`src/rtl/refresh_pkg.sv`:
```
package refresh_pkg;

  typedef enum logic [2:0] {
    PH_IDLE,
    PH_ACT_REQ,
    PH_ACT_WAIT,
    PH_PRE_REQ,
    PH_PRE_WAIT
  } refPhase_e;

  // strobes from control to datapath
  typedef struct packed {
    logic loadActHold;
    logic loadPreHold;
    logic countHold;
    logic finishOp;
  } refStrobe_t;

endpackage

```
`src/rtl/refresh_datapath.sv`:
```
module refresh_datapath
  import refresh_pkg::*;
#(
  parameter int ROWS       = 16384,
  parameter int BANKS      = 4,
  parameter int PERIOD_CYC = 51200000,
  parameter int ACT_HOLD   = 12,
  parameter int PRE_HOLD   = 5,
  localparam int RW = $clog2(ROWS),
  localparam int BW = (BANKS > 1) ? $clog2(BANKS) : 1
) (
  input  logic          clk,
  input  logic          rstN,
  input  logic          burstMode,
  input  refStrobe_t    strobe,
  output logic          creditAvail,
  output logic          holdZero,
  output logic [RW-1:0] rowIdx,
  output logic [BW-1:0] bankIdx
);

  localparam int INTERVAL = PERIOD_CYC / ROWS;
  localparam int IW       = $clog2(INTERVAL + 1);
  localparam int CW       = $clog2(2 * ROWS);
  localparam int CMAX     = 2 * ROWS - 1;
  localparam int HMAX     = (ACT_HOLD > PRE_HOLD) ? ACT_HOLD : PRE_HOLD;
  localparam int HW       = $clog2(HMAX + 1);

  logic [IW-1:0] intervalQ;
  logic [RW-1:0] slotQ;
  logic [RW-1:0] rowQ;
  logic [BW-1:0] bankQ;
  logic [CW-1:0] creditQ;
  logic [CW-1:0] creditNext;
  logic [HW-1:0] holdQ;
  logic          tick;
  logic          periodTick;
  logic          lastBank;
  logic          consume;
  logic [CW:0]   addAmt;
  logic [CW:0]   sumRaw;

  assign tick       = (intervalQ == IW'(INTERVAL - 1));
  assign periodTick = tick && (slotQ == RW'(ROWS - 1));
  assign consume    = strobe.finishOp && lastBank;

  // interval timer
  always_ff @(posedge clk or negedge rstN) begin
    if (!rstN)     intervalQ <= '0;
    else if (tick) intervalQ <= '0;
    else           intervalQ <= intervalQ + 1'b1;
  end

  // interval index inside the period
  always_ff @(posedge clk or negedge rstN) begin
    if (!rstN) slotQ <= '0;
    else if (tick) begin
      if (slotQ == RW'(ROWS - 1)) slotQ <= '0;
      else                        slotQ <= slotQ + 1'b1;
    end
  end

  // slot credit accounting
  always_comb begin
    if (burstMode) addAmt = periodTick ? (CW+1)'(ROWS) : '0;
    else           addAmt = tick ? (CW+1)'(1) : '0;
    sumRaw = {1'b0, creditQ} + addAmt - {{CW{1'b0}}, consume};
    if (sumRaw > (CW+1)'(CMAX)) creditNext = CW'(CMAX);
    else                        creditNext = sumRaw[CW-1:0];
  end

  always_ff @(posedge clk or negedge rstN) begin
    if (!rstN) creditQ <= '0;
    else       creditQ <= creditNext;
  end

  // row pointer
  always_ff @(posedge clk or negedge rstN) begin
    if (!rstN) rowQ <= '0;
    else if (consume) begin
      if (rowQ == RW'(ROWS - 1)) rowQ <= '0;
      else                       rowQ <= rowQ + 1'b1;
    end
  end

  // bank pointer, variant picked by bank count
  generate
    if (BANKS == 1) begin : g_single_bank
      assign lastBank = 1'b1;
      always_ff @(posedge clk or negedge rstN) begin
        if (!rstN) bankQ <= '0;
        else       bankQ <= '0;
      end
    end else begin : g_multi_bank
      assign lastBank = (bankQ == BW'(BANKS - 1));
      always_ff @(posedge clk or negedge rstN) begin
        if (!rstN) bankQ <= '0;
        else if (strobe.finishOp) begin
          if (lastBank) bankQ <= '0;
          else          bankQ <= bankQ + 1'b1;
        end
      end
    end
  endgenerate

  // activate / precharge settle timer
  always_ff @(posedge clk or negedge rstN) begin
    if (!rstN)                   holdQ <= '0;
    else if (strobe.loadActHold) holdQ <= HW'(ACT_HOLD - 1);
    else if (strobe.loadPreHold) holdQ <= HW'(PRE_HOLD - 1);
    else if (strobe.countHold)   holdQ <= holdQ - 1'b1;
  end

  assign creditAvail = (creditQ != '0);
  assign holdZero    = (holdQ == '0);
  assign rowIdx      = rowQ;
  assign bankIdx     = bankQ;

  // a saturated count stays put unless a slot completes
  a_r9_no_overflow : assert property (@(posedge clk) disable iff (!rstN)
    (creditQ == CW'(CMAX) && !consume) |=> (creditQ == CW'(CMAX)));

  // row wraps to 0 after the last row
  a_r3_row_wrap : assert property (@(posedge clk) disable iff (!rstN)
    (consume && rowQ == RW'(ROWS - 1)) |=> (rowQ == '0));

  // one credit per interval in distributed mode
  a_r8_one_per_tick : assert property (@(posedge clk) disable iff (!rstN)
    (!burstMode && tick && !consume && creditQ < CW'(CMAX))
      |=> (creditQ == $past(creditQ) + 1'b1));

endmodule

```
`src/rtl/refresh_control.sv`:
```
module refresh_control
  import refresh_pkg::*;
(
  input  logic       clk,
  input  logic       rstN,
  input  logic       grant,
  input  logic       creditAvail,
  input  logic       holdZero,
  output refStrobe_t strobe,
  output logic       reqValid,
  output logic       reqIsPre,
  output logic       ownsBank
);

  refPhase_e phaseQ;
  refPhase_e phaseNext;

  always_comb begin
    phaseNext = phaseQ;
    strobe    = '0;
    unique case (phaseQ)
      PH_IDLE: if (creditAvail) phaseNext = PH_ACT_REQ;
      PH_ACT_REQ: if (grant) begin
        phaseNext          = PH_ACT_WAIT;
        strobe.loadActHold = 1'b1;
      end
      PH_ACT_WAIT: begin
        if (holdZero) phaseNext = PH_PRE_REQ;
        else          strobe.countHold = 1'b1;
      end
      PH_PRE_REQ: if (grant) begin
        phaseNext          = PH_PRE_WAIT;
        strobe.loadPreHold = 1'b1;
      end
      PH_PRE_WAIT: begin
        if (holdZero) begin
          phaseNext       = PH_IDLE;
          strobe.finishOp = 1'b1;
        end else begin
          strobe.countHold = 1'b1;
        end
      end
      default: phaseNext = PH_IDLE;
    endcase
  end

  always_ff @(posedge clk or negedge rstN) begin
    if (!rstN) phaseQ <= PH_IDLE;
    else       phaseQ <= phaseNext;
  end

  assign reqValid = (phaseQ == PH_ACT_REQ) || (phaseQ == PH_PRE_REQ);
  assign reqIsPre = (phaseQ == PH_PRE_REQ);
  assign ownsBank = (phaseQ != PH_IDLE);

  // an ungranted request keeps its kind
  a_r6_hold_request : assert property (@(posedge clk) disable iff (!rstN)
    (reqValid && !grant) |=> (reqValid && $stable(reqIsPre)));

  // the precharge request follows the activate settle time
  a_r4_pre_follows_act : assert property (@(posedge clk) disable iff (!rstN)
    (phaseQ == PH_ACT_WAIT && holdZero) |=> (reqValid && reqIsPre));

  // a granted precharge is never followed directly by a request
  a_r4_pre_settles : assert property (@(posedge clk) disable iff (!rstN)
    (reqValid && reqIsPre && grant) |=> !reqValid);

endmodule

```
`src/rtl/refresh_ctrl.sv`:
```
module refresh_ctrl
  import refresh_pkg::*;
#(
  parameter int ROWS       = 16384,
  parameter int BANKS      = 4,
  parameter int PERIOD_CYC = 51200000,
  parameter int ACT_HOLD   = 12,
  parameter int PRE_HOLD   = 5,
  localparam int RW = $clog2(ROWS),
  localparam int BW = (BANKS > 1) ? $clog2(BANKS) : 1
) (
  input  logic             clk,
  input  logic             rstN,
  input  logic             burstMode,
  input  logic             grant,
  output logic             reqValid,
  output logic             reqIsPre,
  output logic [RW-1:0]    reqRow,
  output logic [BW-1:0]    reqBank,
  output logic [BANKS-1:0] bankBusy
);

  refStrobe_t strobe;
  logic       creditAvail;
  logic       holdZero;
  logic       ownsBank;

  refresh_control u_control (
    .clk         (clk),
    .rstN        (rstN),
    .grant       (grant),
    .creditAvail (creditAvail),
    .holdZero    (holdZero),
    .strobe      (strobe),
    .reqValid    (reqValid),
    .reqIsPre    (reqIsPre),
    .ownsBank    (ownsBank)
  );

  refresh_datapath #(
    .ROWS       (ROWS),
    .BANKS      (BANKS),
    .PERIOD_CYC (PERIOD_CYC),
    .ACT_HOLD   (ACT_HOLD),
    .PRE_HOLD   (PRE_HOLD)
  ) u_datapath (
    .clk         (clk),
    .rstN        (rstN),
    .burstMode   (burstMode),
    .strobe      (strobe),
    .creditAvail (creditAvail),
    .holdZero    (holdZero),
    .rowIdx      (reqRow),
    .bankIdx     (reqBank)
  );

  // per-bank busy decode
  generate
    for (genvar b = 0; b < BANKS; b++) begin : g_busy
      assign bankBusy[b] = ownsBank && (reqBank == BW'(b));
    end
  endgenerate

  // a pending request always marks its own bank busy
  a_r5_busy_owner : assert property (@(posedge clk) disable iff (!rstN)
    reqValid |-> (bankBusy[reqBank] && $countones(bankBusy) == 1));

  // row and bank stay put while the arbiter holds off
  a_r6_stable_target : assert property (@(posedge clk) disable iff (!rstN)
    (reqValid && !grant) |=> ($stable(reqRow) && $stable(reqBank)));

  // busy drops only after the precharge settle window
  a_r5_busy_release : assert property (@(posedge clk) disable iff (!rstN)
    ($fell(|bankBusy)) |-> !reqValid);

endmodule

```
`config.mk`:
```
export PLATFORM = sky130hd
export DESIGN_NAME = refresh_ctrl
export DESIGN_NICKNAME = d
export VERILOG_FILES = /design/src/rtl/refresh_pkg.sv /design/src/rtl/refresh_datapath.sv /design/src/rtl/refresh_control.sv /design/src/rtl/refresh_ctrl.sv
export SDC_FILE = /design/constraint.sdc
export NUM_CORES = 1
export LEC_CHECK = 0
export ABC_CLOCK_PERIOD_IN_PS = 4500
export CAP_MARGIN = 5
export CORE_MARGIN = 4
export CORE_UTILIZATION = 40
export CTS_CLUSTER_SIZE = 28
export DETAILED_ROUTE_END_ITERATION = 6
export GPL_ROUTABILITY_DRIVEN = 1
export HOLD_SLACK_MARGIN = 0.1
export PLACE_DENSITY = 0.58
export SYNTH_ARGS = -nofsm -noshare
export SYNTH_HDL_FRONTEND = slang
export SYNTH_SLANG_ARGS = --single-unit
```
`constraint.sdc`:
```
create_clock -name clk -period 4.5 [get_ports clk]
set_input_delay 0.675 -clock clk [delete_from_list [all_inputs] [get_ports clk]]
set_output_delay 0.675 -clock clk [all_outputs]
set_load 0.03 [all_outputs]
```
### After elaboration in Yosys (flattened, before gate mapping)

Index checks and enable logic that the tools add are counted.

| storage, ports and cells | value |
|---|---|
| output and inout port bits | 22 |
| input bits | 4 |
| word-level logic and storage cells | 69 |
| register bits after elaboration | 64 |

| operators by class | value |
|---|---|
| add/subtract/negate cells | 7 |
| mux-type cells | 24 |
| magnitude comparators | 1 |
| equality and inequality tests | 15 |
| reduce and logical (&&, ||, !) cells | 15 |

Operators with widths:

| cell | number |
|---|---|
| $mux 15 | 2 |
| $add 14x1->14 const B | 2 |
| $eq 14x14->1 const B | 2 |
| $mux 14 | 2 |
| $add 15x16->16 | 1 |
| $gt 16x15->1 const B | 1 |
| $mux 16 | 1 |
| $sub 16x1->16 | 1 |
| $mux 3 | 5 |
| $pmux 3 s5 | 1 |
| $reduce_bool 15->1 | 1 |
| $add 12x1->12 const B | 1 |
| $eq 12x12->1 const B | 1 |
| $mux 12 | 1 |
| $mux 4 | 3 |
| $ne 2x2->1 const B | 5 |
| $mux 1 | 8 |
| $eq 3x2->1 const B | 2 |
| $logic_and 1x1->1 | 6 |
| $reduce_bool 3->1 | 2 |
| $reduce_and 5->1 | 1 |
| $eq 2x2->1 const B | 2 |
| $logic_not 4->1 | 1 |
| $sub 4x1->4 const B | 1 |
| 9 further kinds | 9 |

### Logic depth before layout (Yosys ltp)

| depth | value |
|---|---|
| depth in word-level cells | 8 |
| mapped depth | 16 |

### Hierarchy

A second synthesis with hierarchy kept.

| second synthesis, totals | value |
|---|---|
| cells, all modules | 412 |
| area total of the unflattened synthesis | 3972.6 um^2 |

Modules (own cells, without submodules):

| module | sequential area each (um^2) | times used | cells each | area an instance (um^2) |
|---|---|---|---|---|
| refresh_datapath | 1526.5 | 1 | 386 | 3711.1 |
| refresh_control | 75.1 | 1 | 22 | 224.0 |
| refresh_ctrl | 0.0 | 1 | 4 | 37.5 |

### Least setup slack after synthesis

OpenSTA, ideal clock, no wires.

| timing path | value |
|---|---|
| path type | reg-to-reg |
| from | reg u_datapath.holdQ[0] |
| to | reg u_datapath.creditQ[10] |
| arrival | 3.789 ns |
| stages on the path, launching flop included | 16 |
| data required time | 4.366 ns |
| slack | 0.577 ns |
| period minus slack after synthesis | 3.923 ns |
| path through | dfrtp_1 -> inv_1 -> ha_1 -> nor3b_1 -> nand4_1 -> inv_1 -> ha_1 -> inv_1 -> ha_1 -> a211oi_1 -> o311ai_0 -> a31oi_1 -> nor2_1 -> a311oi_1 -> clkbuf_1 -> nand2_1 |

| on the way | value |
|---|---|
| cells in the longest elaborated chain, start to end | 7 |

Ends and longest elaborated chain:

| element | line | RTL |
|---|---|---|
| from (decl) | refresh_datapath.sv:35 | `logic [HW-1:0] holdQ;` |
| from (signal assigned) | refresh_datapath.sv:109 | `else if (strobe.loadActHold) holdQ <= HW'(ACT_HOLD - 1);` |
| from (signal assigned) | refresh_datapath.sv:110 | `else if (strobe.loadPreHold) holdQ <= HW'(PRE_HOLD - 1);` |
| from (signal assigned) | refresh_datapath.sv:111 | `else if (strobe.countHold) holdQ <= holdQ - 1'b1;` |
| $logic_not 4->1 (*) | refresh_datapath.sv:115 | `assign holdZero = (holdQ == '0);` |
| $mux 1 (*) | refresh_control.sv:36 | `if (holdZero) begin` |
| $mux 1 (*) | refresh_control.sv:21 | `unique case (phaseQ)` |
| $logic_and 1x1->1 (*) | refresh_datapath.sv:45 | `assign consume = strobe.finishOp && lastBank;` |
| named net u_datapath.consume | refresh_datapath.sv:39 | `logic consume;` |
| $sub 16x1->16 (*) | refresh_datapath.sv:67 | `sumRaw = {1'b0, creditQ} + addAmt - {{CW{1'b0}}, consume};` |
| $gt 16x15->1 | refresh_datapath.sv:68 | `if (sumRaw > (CW+1)'(CMAX)) creditNext = CW'(CMAX);` |
| $mux 15 (*) | refresh_datapath.sv:68 |  |
| named net u_datapath.creditNext[10] | refresh_datapath.sv:34 | `logic [CW-1:0] creditNext;` |
| to (signal assigned) | refresh_datapath.sv:74 | `else creditQ <= creditNext;` |
| to (decl) | refresh_datapath.sv:33 | `logic [CW-1:0] creditQ;` |

Mark *: on every way through the listed nets, which the timed path passes. The rest lies on a longest branch.
A chain may end at the register's enable or synchronous reset.

### Final worst setup path

| timing path | value |
|---|---|
| from | reg u_datapath.intervalQ[7] |
| to | reg u_datapath.creditQ[13] |

| on the way | value |
|---|---|
| cells in the longest elaborated chain, start to end | 8 |

Ends and longest elaborated chain:

| element | line | RTL |
|---|---|---|
| from (decl) | refresh_datapath.sv:29 | `logic [IW-1:0] intervalQ;` |
| from (signal assigned) | refresh_datapath.sv:51 | `else intervalQ <= intervalQ + 1'b1;` |
| $eq 12x12->1 (*) | refresh_datapath.sv:43 | `assign tick = (intervalQ == IW'(INTERVAL - 1));` |
| $logic_and 1x1->1 | refresh_datapath.sv:44 | `assign periodTick = tick && (slotQ == RW'(ROWS - 1));` |
| $mux 15 | refresh_datapath.sv:65 | `if (burstMode) addAmt = periodTick ? (CW+1)'(ROWS) : '0;` |
| $mux 16 (*) | refresh_datapath.sv:65 |  |
| $add 15x16->16 (*) | refresh_datapath.sv:67 |  |
| $sub 16x1->16 (*) | refresh_datapath.sv:67 |  |
| $gt 16x15->1 | refresh_datapath.sv:68 |  |
| $mux 15 (*) | refresh_datapath.sv:68 |  |
| named net u_datapath.creditNext[13] | refresh_datapath.sv:34 |  |

Marks and branches as above.

==> impl_results.md <==
- Status: finished, final reports clean
- Initial DRC count: 150
- Count of state elements after synthesis: 64
- Synth Area in Adders: 11.2%
- Area grow syn2layout: 15.2%
- Worst R2R Path Depth: 12
- DRC Markers: 0
- Die area: 11300 µm²
- Startpoint Class: register
- EDFF count, synth: 0
- Cell taking the most area after synthesis: dfrtp_1
- Final Max Tran Viols: 0
- CTS Root Cell: clkbuf_8
- Critical Path AT: 4.21 ns
- Min-Delay Path Class: in2async
- First-pass GRT wire length: 13.2 mm
- PortBufs: 25
- Largest fanout on the critical path: 9
- Min Clock Period, post-route: 4.00 ns
- Commonest non-fill, non-tap cell in the layout: dfrtp_1
- Pwr dens: 489 nW/µm²
- DP HPWL: 5.62 mm
- Ys flop type: dfrtp_1
- FP Rows: 35
- Pre-antenna DRT Iters: 4
- Initial antenna violation count: 0
- Die width: 106 µm
- Core footprint: 9330 µm²
- Final Wtd Congestion: 0.800
- Final clock skew: 0.0109 ns
- Largest cells by area after synthesis: dfrtp_1 41%, ha_1 11%, xnor2_1 6.3%, nand2_1 4.3%, nor2_1 4.1%
- Setup TNS: 0 ns
- Slew Limit Headroom: 51.3%
- CTS tree: done
- Fin crit share: 88.9%
- Simple-Gate Fraction of Synth Area: 20.4%
- Syn Nets: 460
- RSZ-0062 raised after global routing: false
- DR vias: 3031
- Initial Util: 41.5%
- Ant. Diodes: 0
- Placed inst area: 4290 µm²
- Leakage: 2.09 nW
- Setup Viol. Count Final: 0
- Synth Area in XOR/XNOR: 9.24%
- Vias in the first global route: 2925
- CTS resizes: 0
- Yosys warnings: 0
- Avg Inst Size Synth: 9.18 µm²
- Post-synthesis mux area share: 0.549%
- Overall die height: 106 µm
- Total GRT Usage: 14.2%
- IO Count: 26
- Drt via density: 5.15
- H-tree levels: 3
- Max cap viols: 0
- Clock sinks: 64
- Final ANT Viol Nets: 0
- Total grt overflow: 0
- Post-synthesis cell type count: 54
- Largest net degree at the start of global routing: 35
- Post-route cell area: 4460 µm²
- RR Startpoint: u_datapath.intervalQ[7]$_DFF_PN0_
- Fraction of registers with async set/reset: 100%
- Synthesized area: 3870 µm²
- Fin nets: 494
- Peak Freq: 250 MHz
- Clk_lat worst skew: 0.33 ns
- DRT Wirelength: 7.59 mm
- Critical Path Start: u_datapath.intervalQ[7]$_DFF_PN0_
- Crit Path Category: reg2reg
- Cts hold-fix bufs: 0
- Critical Path End: u_datapath.creditQ[13]$_DFF_PN0_
- Largest family of logic cells by synthesized area: simple AND/OR/NAND/NOR gates
- Sequential area share after synthesis: 41.3%
- Fin. Hold Viols: 0
- Postcts setup bufs: 0
- Post-Synthesis Cells: 422
- CP Data Required Time: 4.71 ns
- Crit Reg-Reg Endpoint: u_datapath.creditQ[13]$_DFF_PN0_
- CTS Buf Count: 9
- Register clock-pin slew on the reported worst setup and hold paths: 0.07 ns
- Maximum clock path buffer count: 2
- Post-synthesis compound-gate area fraction: 12.9%
- Mean routed wirelength per cell: 12.9 µm
- Crit. End Element: register
- Slew at the pin closest to its max-slew limit: 0.730 ns
- Post-synth top area share: 41.3%
- R2R Setup Slk: 0.50 ns
- Share of post-route cells with drive strength above 1: 5.65%
- Commonest non-fill, non-tap cells in the layout: 64 x dfrtp_1, 44 x nand2_1, 42 x nor2_1
- Maximum VDD drop: 0.199 mV
## report_power, final
part           leakage (nW)  internal, mW  switching [mW]
Clock                0.0841         0.211           0.226
Combinational          1.20         0.428           0.597
Sequential            0.800         0.649          0.0722
Total                  2.09          1.29           0.895
## worst min path at each step
stage | slack, ns | endpoint | startpoint | depth (start not counted)
global placement | 0.45 | u_datapath.slotQ[12]$_DFFE_PN0N_ | u_datapath.slotQ[12]$_DFFE_PN0N_ | 1
CTS | 0.41 | u_datapath.holdQ[3]$_DFFE_PN0P_ | rstN | 1
finish | 0.40 | u_datapath.holdQ[3]$_DFFE_PN0P_ | rstN | 1
detailed placement | 0.46 | u_datapath.slotQ[12]$_DFFE_PN0N_ | u_datapath.slotQ[12]$_DFFE_PN0N_ | 1
floorplan | 0.38 | u_control.phaseQ[0]$_DFFE_PN0P_ | rstN | 0
global route | 0.45 | u_datapath.rowIdx[6]$_DFFE_PN0P_ | rstN | 1
## Yosys cell counts, drive strengths merged (4+ instances only)
library cell	n
clkbuf	5
dfrtp	64
ha	33
o21ai	22
a21o	5
nand3	16
nor2	42
nor3	9
xor2	11
nand2b	8
xnor2	29
nand4	12
inv	37
nor2b	4
o31ai	5
and3	9
nand2	44
a21oi	19
## metal layers
layer,wire length [µm],global-route usage (%),vias to the layer above
met3,255,2.67,8
met5,0,0,-
met4,88,5.21,0
li1,-,-,1529
met2,3460,22.8,65
met1,3790,19.2,1429
## worst max-delay path, cell delays in order, from the launching register on
cell,delay (ns)
dfrtp_1,0.44
or4b_1,0.53
or3_1,0.41
or4b_4,0.54
nor2_1,0.13
ha_1,0.22
a211oi_1,0.11
o311ai_0,0.30
a31oi_1,0.26
o211a_1,0.28
a311oi_1,0.33
buf_4,0.24
nand3b_1,0.09
## per-stage QoR
step / hold WS (ns) / utilization (%) / power (mW) / cells / setup slack (ns)
5_1_grt: 0.447 / 47.8 / 2.38 / 589 / 0.196
6_report: 0.396 / 47.8 / 2.18 / 589 / 0.501
2_1_floorplan: 0.379 / - / 1.49 / 422 / 0.577
4_1_cts: 0.409 / 47.8 / 2.21 / 589 / 0.468
3_3_place_gp: 0.454 / 46.0 / 1.75 / 574 / 0.655
3_5_place_dp: 0.458 / 46.0 / 1.76 / 574 / 0.498
## cells by family after synthesis
kind of cell,after synthesis
AND/OR/NAND/NOR,159
AO/OA/AOI/OAI,78
flip-flops,64
buffers and inverters,45
XOR/XNOR,40
adder cells (fa/ha/maj),34
multiplexers,2
## state kept, by name, summed over array words and instances (netlist names)
| register | count |
|---|---|
| u_control.phaseQ | 3 |
| u_datapath.bankIdx | 2 |
| u_datapath.creditQ | 15 |
| u_datapath.holdQ | 4 |
| u_datapath.intervalQ | 12 |
| u_datapath.rowIdx | 14 |
| u_datapath.slotQ | 14 |
## layout make-up
| class | count | area [µm²] |
|---|---|---|
| Multi-Input combinational cell | 313 | 2100 |
| Inverter | 38 | 143 |
| Clock buffer | 10 | 138 |
| Fill cell | 917 | 4870 |
| Clock inverter | 5 | 33.8 |
| Sequential cell | 64 | 1600 |
| Tap cell | 129 | 161 |
| Timing Repair Buffer | 30 | 283 |
No activity file was read; power rests on OpenSTA's default activity.
